## src/rtl/cls_pkg.sv

```systemverilog
package cls_pkg;
  localparam int HOST_AW = 12;
  localparam int WORD_W  = 32;

  localparam logic [HOST_AW-1:0] OFF_SRESET = 12'h000;
  localparam logic [HOST_AW-1:0] OFF_IEN    = 12'h004;
  localparam logic [HOST_AW-1:0] OFF_IPEND  = 12'h00C;
  localparam logic [HOST_AW-1:0] OFF_BASE   = 12'h080;
  localparam logic [HOST_AW-1:0] OFF_CMD    = 12'h084;
  localparam logic [HOST_AW-1:0] OFF_STAT   = 12'h08C;
  localparam logic [HOST_AW-1:0] OFF_HOLD   = 12'h090;
  localparam logic [HOST_AW-1:0] OFF_BLIT   = 12'h100;
  localparam logic [HOST_AW-1:0] OFF_CFG0   = 12'h104;

  localparam int PEND_BLIT  = 0;
  localparam int PEND_HOLD  = 1;
  localparam int PEND_LEND  = 2;
  localparam int PEND_CHAIN = 3;

  typedef enum logic [1:0] {ST_IDLE, ST_REQ, ST_RSP, ST_HOLD} seq_state_e;
  typedef enum logic [1:0] {PH_HDR, PH_OFF, PH_VAL, PH_LNK} seq_phase_e;

  typedef struct packed {
    logic               valid;
    logic [HOST_AW-1:0] off;
    logic [WORD_W-1:0]  data;
  } reg_wr_t;
endpackage

```

## src/rtl/cls_fetch.sv

```systemverilog
module cls_fetch
  import cls_pkg::*;
#(
  parameter int CNT_W = 16
) (
  input  logic              clk,
  input  logic              rst_n,
  input  logic              cmd_start,
  input  logic              cmd_cont,
  input  logic              cmd_halt,
  input  logic [WORD_W-1:0] base_addr,
  input  logic              hold_list,
  output logic              mem_req_valid,
  input  logic              mem_req_ready,
  output logic [WORD_W-1:0] mem_req_addr,
  input  logic              mem_rsp_valid,
  output logic              mem_rsp_ready,
  input  logic [WORD_W-1:0] mem_rsp_data,
  output reg_wr_t           wr_o,
  output logic              ev_list_end,
  output logic              ev_chain_end,
  output logic              ev_hold,
  output logic              busy
);
  seq_state_e         state_q;
  seq_phase_e         phase_q;
  logic [WORD_W-1:0]  addr_q;
  logic [WORD_W-1:0]  link_q;
  logic [CNT_W-1:0]   cnt_q;
  logic [HOST_AW-1:0] off_q;

  always_comb begin
    mem_req_valid = (state_q == ST_REQ);
    mem_req_addr  = addr_q;
    mem_rsp_ready = (state_q == ST_RSP);
    busy          = (state_q != ST_IDLE);
  end

  always_ff @(posedge clk or negedge rst_n) begin
    if (!rst_n) begin
      state_q      <= ST_IDLE;
      phase_q      <= PH_HDR;
      addr_q       <= '0;
      link_q       <= '0;
      cnt_q        <= '0;
      off_q        <= '0;
      wr_o         <= '0;
      ev_list_end  <= 1'b0;
      ev_chain_end <= 1'b0;
      ev_hold      <= 1'b0;
    end else begin
      wr_o.valid   <= 1'b0;
      ev_list_end  <= 1'b0;
      ev_chain_end <= 1'b0;
      ev_hold      <= 1'b0;
      if (cmd_halt) begin
        state_q <= ST_IDLE;
      end else if (cmd_start) begin
        state_q <= ST_REQ;
        phase_q <= PH_HDR;
        addr_q  <= base_addr;
      end else begin
        case (state_q)
          ST_REQ: if (mem_req_ready) state_q <= ST_RSP;
          ST_RSP: if (mem_rsp_valid) begin
            state_q <= ST_REQ;
            addr_q  <= addr_q + WORD_W'(4);
            case (phase_q)
              PH_HDR: begin
                cnt_q   <= mem_rsp_data[CNT_W-1:0];
                phase_q <= (mem_rsp_data[CNT_W-1:0] == '0) ? PH_LNK : PH_OFF;
              end
              PH_OFF: begin
                off_q   <= mem_rsp_data[HOST_AW-1:0];
                phase_q <= PH_VAL;
              end
              PH_VAL: begin
                wr_o.valid <= 1'b1;
                wr_o.off   <= off_q;
                wr_o.data  <= mem_rsp_data;
                cnt_q      <= cnt_q - CNT_W'(1);
                phase_q    <= (cnt_q == CNT_W'(1)) ? PH_LNK : PH_OFF;
              end
              default: begin
                ev_list_end <= 1'b1;
                phase_q     <= PH_HDR;
                if (mem_rsp_data == '0) begin
                  ev_chain_end <= 1'b1;
                  state_q      <= ST_IDLE;
                end else if (hold_list) begin
                  ev_hold <= 1'b1;
                  link_q  <= mem_rsp_data;
                  state_q <= ST_HOLD;
                end else begin
                  addr_q <= mem_rsp_data;
                end
              end
            endcase
          end
          ST_HOLD: if (cmd_cont) begin
            state_q <= ST_REQ;
            addr_q  <= link_q;
          end
          default: ;
        endcase
      end
    end
  end

  // an offered request keeps its address until accepted
  a_r2_req_stable: assert property (@(posedge clk) disable iff (!rst_n)
    (mem_req_valid && !mem_req_ready && !cmd_halt && !cmd_start)
      |=> (mem_req_valid && $stable(mem_req_addr)));

  // no fetch while paused at a hold without a continue
  a_r4_quiet_hold: assert property (@(posedge clk) disable iff (!rst_n)
    (state_q == ST_HOLD && !cmd_cont && !cmd_start) |=> !mem_req_valid);

  // chain end and hold never fire together
  a_r5_chain_wins: assert property (@(posedge clk) disable iff (!rst_n)
    ev_chain_end |-> !ev_hold);

  // halt returns to idle
  a_r7_halt_idle: assert property (@(posedge clk) disable iff (!rst_n)
    cmd_halt |=> !busy);
endmodule

```

## src/rtl/cls_cfgfile.sv

```systemverilog
module cls_cfgfile
  import cls_pkg::*;
#(
  parameter int WORDS = 16
) (
  input  logic               clk,
  input  logic               rst_n,
  input  reg_wr_t            wr_i,
  input  logic               clr_i,
  input  logic [HOST_AW-1:0] rd_off,
  output logic [WORD_W-1:0]  rd_data
);
  logic [WORD_W-1:0] word_q [WORDS];

  for (genvar i = 0; i < WORDS; i++) begin : g_word
    localparam logic [HOST_AW-1:0] MY_OFF = OFF_CFG0 + HOST_AW'(4 * i);
    always_ff @(posedge clk or negedge rst_n) begin
      if (!rst_n)                               word_q[i] <= '0;
      else if (clr_i)                           word_q[i] <= '0;
      else if (wr_i.valid && wr_i.off == MY_OFF) word_q[i] <= wr_i.data;
    end
    // soft reset wipes each window word
    a_r11_cleared: assert property (@(posedge clk) disable iff (!rst_n)
      clr_i |=> (word_q[i] == '0));
  end

  always_comb begin
    rd_data = '0;
    for (int i = 0; i < WORDS; i++)
      if (rd_off == OFF_CFG0 + HOST_AW'(4 * i)) rd_data = word_q[i];
  end
endmodule

```

## src/rtl/cls_blit_stub.sv

```systemverilog
module cls_blit_stub #(
  parameter int LAT = 8
) (
  input  logic clk,
  input  logic rst_n,
  input  logic start_i,
  output logic done_o
);
  localparam int CW = $clog2(LAT + 1);
  logic [CW-1:0] cnt_q;
  logic          busy;

  assign busy = (cnt_q != '0);

  always_ff @(posedge clk or negedge rst_n) begin
    if (!rst_n) begin
      cnt_q  <= '0;
      done_o <= 1'b0;
    end else begin
      done_o <= 1'b0;
      if (busy) begin
        cnt_q <= cnt_q - CW'(1);
        if (cnt_q == CW'(1)) done_o <= 1'b1;
      end else if (start_i) begin
        cnt_q <= CW'(LAT);
      end
    end
  end

  // an accepted start makes the stub busy
  a_r8_start_busy: assert property (@(posedge clk) disable iff (!rst_n)
    (start_i && !busy) |=> busy);
endmodule

```

## src/rtl/cls_regs.sv

```systemverilog
module cls_regs
  import cls_pkg::*;
(
  input  logic               clk,
  input  logic               rst_n,
  input  logic               host_wr,
  input  logic [HOST_AW-1:0] host_addr,
  input  logic [WORD_W-1:0]  host_wdata,
  output logic [WORD_W-1:0]  host_rdata,
  input  logic [WORD_W-1:0]  cfg_rdata,
  input  reg_wr_t            wr_i,
  input  logic               ev_list_end,
  input  logic               ev_chain_end,
  input  logic               ev_hold,
  input  logic               blit_done,
  output logic               cmd_start,
  output logic               cmd_cont,
  output logic               cmd_halt,
  output logic [WORD_W-1:0]  base_addr,
  output logic               hold_list,
  output logic               irq
);
  logic [3:0]        ien_q, pend_q, pend_set, pend_clr;
  logic [WORD_W-1:0] hold_q;
  logic [15:0]       blit_cnt_q;
  logic [7:0]        list_cnt_q;
  logic              done_q, cnt_clear;

  assign hold_list = hold_q[1];
  assign irq       = |(pend_q & ien_q);
  assign cnt_clear = cmd_start | cmd_halt;

  always_comb begin
    pend_set = '0;
    pend_set[PEND_BLIT]  = blit_done;
    pend_set[PEND_HOLD]  = ev_hold;
    pend_set[PEND_LEND]  = ev_list_end;
    pend_set[PEND_CHAIN] = ev_chain_end;
    pend_clr = (host_wr && host_addr == OFF_IPEND) ? host_wdata[3:0] : 4'h0;
  end

  always_ff @(posedge clk or negedge rst_n) begin
    if (!rst_n) begin
      ien_q <= '0; pend_q <= '0; hold_q <= '0; base_addr <= '0;
      cmd_start <= 1'b0; cmd_cont <= 1'b0; cmd_halt <= 1'b0;
      blit_cnt_q <= '0; list_cnt_q <= '0; done_q <= 1'b0;
    end else begin
      cmd_start <= 1'b0; cmd_cont <= 1'b0; cmd_halt <= 1'b0;
      if (host_wr) begin
        case (host_addr)
          OFF_IEN:  ien_q     <= host_wdata[3:0];
          OFF_BASE: base_addr <= host_wdata;
          OFF_HOLD: hold_q    <= host_wdata;
          OFF_CMD: begin
            cmd_halt  <= host_wdata[2];
            cmd_start <= host_wdata[0] & ~host_wdata[2];
            cmd_cont  <= host_wdata[1] & ~host_wdata[0] & ~host_wdata[2];
          end
          default: ;
        endcase
      end
      if (wr_i.valid && wr_i.off == OFF_HOLD) hold_q <= wr_i.data;
      pend_q <= (pend_q & ~pend_clr) | pend_set;
      if (cnt_clear) begin
        blit_cnt_q <= '0; list_cnt_q <= '0; done_q <= 1'b0;
      end else begin
        if (blit_done)    blit_cnt_q <= blit_cnt_q + 16'd1;
        if (ev_list_end)  list_cnt_q <= list_cnt_q + 8'd1;
        if (ev_chain_end) done_q     <= 1'b1;
      end
    end
  end

  always_comb begin
    case (host_addr)
      OFF_IEN:   host_rdata = {28'd0, ien_q};
      OFF_IPEND: host_rdata = {28'd0, pend_q};
      OFF_BASE:  host_rdata = base_addr;
      OFF_STAT:  host_rdata = {7'd0, list_cnt_q, blit_cnt_q, done_q};
      OFF_HOLD:  host_rdata = hold_q;
      default:   host_rdata = cfg_rdata;
    endcase
  end

  // chain end sets pending bit 3 and done
  a_r3_chain_flags: assert property (@(posedge clk) disable iff (!rst_n)
    (ev_chain_end && !cnt_clear) |=> (pend_q[PEND_CHAIN] && done_q));

  // write-one clears a pending bit with no new event
  a_r10_w1c: assert property (@(posedge clk) disable iff (!rst_n)
    (pend_clr[PEND_CHAIN] && !ev_chain_end) |=> !pend_q[PEND_CHAIN]);

  // start or halt clears counters and done
  a_r7_clear: assert property (@(posedge clk) disable iff (!rst_n)
    cnt_clear |=> (blit_cnt_q == '0 && list_cnt_q == '0 && !done_q));
endmodule

```

## src/rtl/cmdlist_sequencer.sv

```systemverilog
module cmdlist_sequencer
  import cls_pkg::*;
#(
  parameter int CFG_WORDS = 16,
  parameter int BLIT_LAT  = 8,
  parameter int CNT_W     = 16
) (
  input  logic        clk,
  input  logic        rst_n,
  input  logic        host_wr,
  input  logic [11:0] host_addr,
  input  logic [31:0] host_wdata,
  output logic [31:0] host_rdata,
  output logic        irq,
  output logic        mem_req_valid,
  input  logic        mem_req_ready,
  output logic [31:0] mem_req_addr,
  input  logic        mem_rsp_valid,
  output logic        mem_rsp_ready,
  input  logic [31:0] mem_rsp_data
);
  reg_wr_t           lwr;
  logic              cmd_start, cmd_cont, cmd_halt, hold_list;
  logic              ev_list_end, ev_chain_end, ev_hold, busy;
  logic              blit_start, blit_done, cfg_clr;
  logic [WORD_W-1:0] base_addr, cfg_rdata;

  assign blit_start = lwr.valid && lwr.off == OFF_BLIT   && lwr.data[0];
  assign cfg_clr    = lwr.valid && lwr.off == OFF_SRESET && lwr.data[1];

  cls_fetch #(.CNT_W(CNT_W)) u_fetch (
    .clk(clk), .rst_n(rst_n),
    .cmd_start(cmd_start), .cmd_cont(cmd_cont), .cmd_halt(cmd_halt),
    .base_addr(base_addr), .hold_list(hold_list),
    .mem_req_valid(mem_req_valid), .mem_req_ready(mem_req_ready),
    .mem_req_addr(mem_req_addr), .mem_rsp_valid(mem_rsp_valid),
    .mem_rsp_ready(mem_rsp_ready), .mem_rsp_data(mem_rsp_data),
    .wr_o(lwr), .ev_list_end(ev_list_end), .ev_chain_end(ev_chain_end),
    .ev_hold(ev_hold), .busy(busy)
  );

  cls_regs u_regs (
    .clk(clk), .rst_n(rst_n),
    .host_wr(host_wr), .host_addr(host_addr), .host_wdata(host_wdata),
    .host_rdata(host_rdata), .cfg_rdata(cfg_rdata), .wr_i(lwr),
    .ev_list_end(ev_list_end), .ev_chain_end(ev_chain_end), .ev_hold(ev_hold),
    .blit_done(blit_done), .cmd_start(cmd_start), .cmd_cont(cmd_cont),
    .cmd_halt(cmd_halt), .base_addr(base_addr), .hold_list(hold_list), .irq(irq)
  );

  cls_cfgfile #(.WORDS(CFG_WORDS)) u_cfg (
    .clk(clk), .rst_n(rst_n), .wr_i(lwr), .clr_i(cfg_clr),
    .rd_off(host_addr), .rd_data(cfg_rdata)
  );

  cls_blit_stub #(.LAT(BLIT_LAT)) u_blit (
    .clk(clk), .rst_n(rst_n), .start_i(blit_start), .done_o(blit_done)
  );

  // a continue while not busy leaves the bus idle
  a_r6_cont_ignored: assert property (@(posedge clk) disable iff (!rst_n)
    (cmd_cont && !busy) |=> !mem_req_valid);
endmodule

```

## config.mk

```make
export PLATFORM = sky130hd
export DESIGN_NAME = cmdlist_sequencer
export DESIGN_NICKNAME = d
export VERILOG_FILES = /design/src/rtl/cls_pkg.sv /design/src/rtl/cls_fetch.sv /design/src/rtl/cls_cfgfile.sv /design/src/rtl/cls_blit_stub.sv /design/src/rtl/cls_regs.sv /design/src/rtl/cmdlist_sequencer.sv
export SDC_FILE = /design/constraint.sdc
export NUM_CORES = 2
export LEC_CHECK = 0
export BUFFER_PORTS_ARGS = -buffer_cell sky130_fd_sc_hd__buf_2
export CAP_MARGIN = 15
export CORE_MARGIN = 2
export CORE_UTILIZATION = 55
export DETAILED_ROUTE_END_ITERATION = 12
export PLACE_DENSITY = 0.69
export SETUP_SLACK_MARGIN = 0.2
export SYNTH_ARGS = -nofsm -noshare
export SYNTH_HDL_FRONTEND = slang
export SYNTH_SLANG_ARGS = --single-unit
```

## constraint.sdc

```tcl
create_clock -name clk -period 3.71 [get_ports clk]
set_input_delay 0.742 -clock clk [delete_from_list [all_inputs] [get_ports clk]]
set_output_delay 0.742 -clock clk [all_outputs]
set_load 0.005 [all_outputs]
```

==> impl_metrics.tcl <==
set metrics [dict create \
    synth_edf_count 0 \
    diodes 0 \
    pwr-share-comb_pct 14.1 \
    place_congestion 1.01 \
    ys_seq_area_share_pct 49.4 \
    cts_tree "yes" \
    ys_ff_latch 761 \
    cp_max_fo 6 \
    irDropWorstVdd_uv 358 \
    drt-initial-drc-count 4598 \
    min_period_ns 3.91 \
    initial_utilization_pct 55.3 \
    powerDensity_nw_per_um2 444 \
    ff2ff_path_depth 7 \
    rows 97 \
    layout_setup_ws_ns -0.202 \
    cts.sinks 761 \
    ctsRootBufferMaster "clkbuf_16" \
    power.leakage_nw 22.9 \
    synth_cells 3827 \
    hpwl_um 90800 \
    clk_pin_slew_ns 0.06 \
    drive_above_1_share_pct 28.5 \
    ios 148 \
    synthesis.nets 3913 \
    yosysWarnings 0 \
    tns_ns -0.809 \
    via_count 33700 \
    synth.avg_cell_area_um2 10.1 \
    worst_slew_pin_slew_ns 1.12 \
    dieWidth_um 269 \
    clk_latency_ns 0.64 \
    max_freq_ghz 0.256 \
    seq_power_share_pct 48.4 \
    hold_viol_final 0 \
    grtUsageTotal_pct 37.6 \
    numCtsBuffers 81 \
    core_area_um2 69700 \
    status "finished, violations left" \
    synth-async-reset-ratio_pct 100 \
    htree_num_levels 3 \
    overflow 0 \
    dp_cells 4975 \
    fin_cells 5224 \
    p_sw_share_pct 31.2 \
    synth_top_cell_area_share_pct 49.4 \
    place_area_um2 42700 \
    crit_path_start_kind "primary input" \
    endpoint_kind "output port" \
    rsz0062_at_grt "yes" \
    grt_pass1_vias 32500 \
    synth_cell_types 88 \
    hold_class "in2async" \
    setup_violations 11 \
    maxCapViolations 0 \
    relSlewSlack_pct 25.5 \
    synth-main-ff-cell "dfrtp_1" \
    die_area_um2 72200 \
    synth_area_leaders "dfrtp_1, mux2i_1, nor2_1" \
    p_int_mw 14.8 \
    grt_pass1_wl_um 205000 \
    finalWirelength_um 138000 \
    critPathKind "in2out" \
    yosysTopAreaCell "dfrtp_1" \
    power_frac_clock_pct 37.4 \
    port_buffers 147 \
    stdcell_area_um2 48300 \
    p_total_mw 21.5 \
    antenna_found_initial 0 \
    grt_max_degree 113 \
    syn-cell-area_um2 38500 \
    nets 4308 \
    p_sw_mw 6.70 \
    num-fill-cells 5118 \
    failed_checks "negative setup slack" \
    antenna_left 0 \
    required_ns 2.97 \
    syn_to_final_growth_pct 25.5 \
    die_y_um 269 \
    arrival_ns 3.17 \
    skew_ns 0.0250 \
    viasPerCell 6.46 \
    period_share_pct 105 \
    drv_slew 0 \
    wl_per_cell_um 26.3 \
    dr.pass1.iters 7 \
    drc_errors 0 \
    cts.path.max_buffers 3 \
]
## layout make-up
cell class / count / area (um2) / share of cell area, %
multi-input cells: 2705 / 19500 / 40.3
flip-flops and latches: 761 / 19000 / 39.4
repair buffers: 656 / 5980 / 12.4
clock buffers: 129 / 2470 / 5.11
well taps: 940 / 1180 / 2.43
clock inverters: 16 / 128 / 0.264
inverters: 17 / 67.6 / 0.140
## power groups by stage
stage          clock network (mW)  registers, mW  logic, mW
2_1_floorplan                   0           9.35       2.32
3_3_place_gp                    0           10.4       2.79
3_5_place_dp                    0           10.5       2.85
4_1_cts                      8.09           10.3       2.98
5_1_grt                      8.45           10.5       3.31
6_report                     8.04           10.4       3.04
## routing by layer
| layer | track usage, % | share of wire [%] |
|---|---|---|
| met5 | 0 | 0 |
| met4 | 21.4 | 6.3 |
| met3 | 7.11 | 9.5 |
| met2 | 57.9 | 45 |
| met1 | 50.2 | 39 |
## path summary, 6_finish.rpt
path,end,slack (ns),from
worst max-delay path,host_rdata[14],-0.20,host_addr[4]
worst min-delay path,u_fetch.cnt_q[2],0.06,rst_n
worst max register to register,u_cfg.word_q[247],0.80,u_fetch.wr_o[41]
worst min register to register,u_regs.pend_q[1],0.45,u_fetch.ev_hold
max in group asynchronous,u_cfg.word_q[378],2.59,rst_n
min in group clk,u_regs.base_addr[25],0.36,host_wdata[25]
## cells in the mapped netlist, drive strengths merged (18+ instances only)
cell type    n
buf        144
a31oi       27
a22o        24
clkbuf     200
o211ai      30
a21oi      220
a211oi      30
dfrtp      761
mux2i      559
a222oi      20
a22oi       67
nor2       681
nand4       20
nor3        45
nand2      231
o22ai       86
o21ai      179
nor4        18
nand3       46
mux2       156
xor2        28
## stage by stage
| step | worst slack, ns | util (%) | hold slack, ns |
|---|---|---|---|
| global route | -0.282 | 69.4 | 0.0997 |
| global placement | -0.579 | 61.3 | 0.440 |
| detailed placement | -0.592 | 61.3 | 0.424 |
| CTS | -0.0588 | 68.4 | 0.106 |
| finish | -0.202 | 69.4 | 0.0599 |
| floorplan | 0.411 | - | 0.404 |
## state kept, by name, indices dropped and copies added (netlist names), 8 cells and up
name                  cells
u_fetch.mem_req_addr     32
u_fetch.cnt_q            16
u_cfg.word_q            512
u_regs.blit_cnt_q        16
u_regs.base_addr         32
u_regs.hold_q            32
u_fetch.off_q            12
u_regs.list_cnt_q         8
u_fetch.link_q           32
u_fetch.wr_o             45
## worst max-delay path, cell delays in order
cell and delay, ns:
buf_4 0.15, buf_6 0.13, buf_4 0.16, nor4b_2 0.31, buf_4 0.19, nand2_1 0.10
a211oi_1 0.41, buf_4 0.26, buf_4 0.13, nor3_1 0.04, buf_4 0.17, o21ai_2 0.16
buf_6 0.13, buf_6 0.08
## cells in the final DEF, fill, tap and decap left out, drive strengths merged, types with 16 or more instances in the layout
cell,synthesis,routed
mux2i,559,559
nor4,18,18
o21ai,179,179
a22oi,67,67
dfrtp,761,761
inv,17,17
a222oi,20,20
nand4,20,20
and3,16,16
nor2b,16,16
nand2,231,231
nand3b,17,17
o22ai,86,86
xnor2,17,17
a21oi,220,220
clkbuf,200,129
a22o,24,24
nor2,681,681
nor3,45,45
o211ai,30,30
buf,144,655
a211oi,30,30
a31oi,27,27
mux2,156,156
a221oi,17,17
nand3,46,46
o221ai,16,16
xor2,28,28
## logic make-up (layout without fill, tap and decap cells)
group                    count (synthesis)  count (layout)  synth area share, %
AND/OR/NAND/NOR                       1154            1154                 13.2
AO/OA/AOI/OAI                          786             786                 12.9
flip-flops                             761             761                 49.4
multiplexers                           715             715                 19.1
buffers and inverters                  361             818                 4.24
XOR/XNOR                                45              45                 1.02
adder cells (fa/ha/maj)                  5               5                0.162
## what timing repair did
item                                    4_1_cts  5_1_grt
endpoints found under the setup margin       32       32
buffers inserted                             72       25
resized for setup                           396      117
pin swaps                                   126       90
hold buffers                                  0        0
gates cloned                                  7        0
Power figures use the tool's default switching activity.
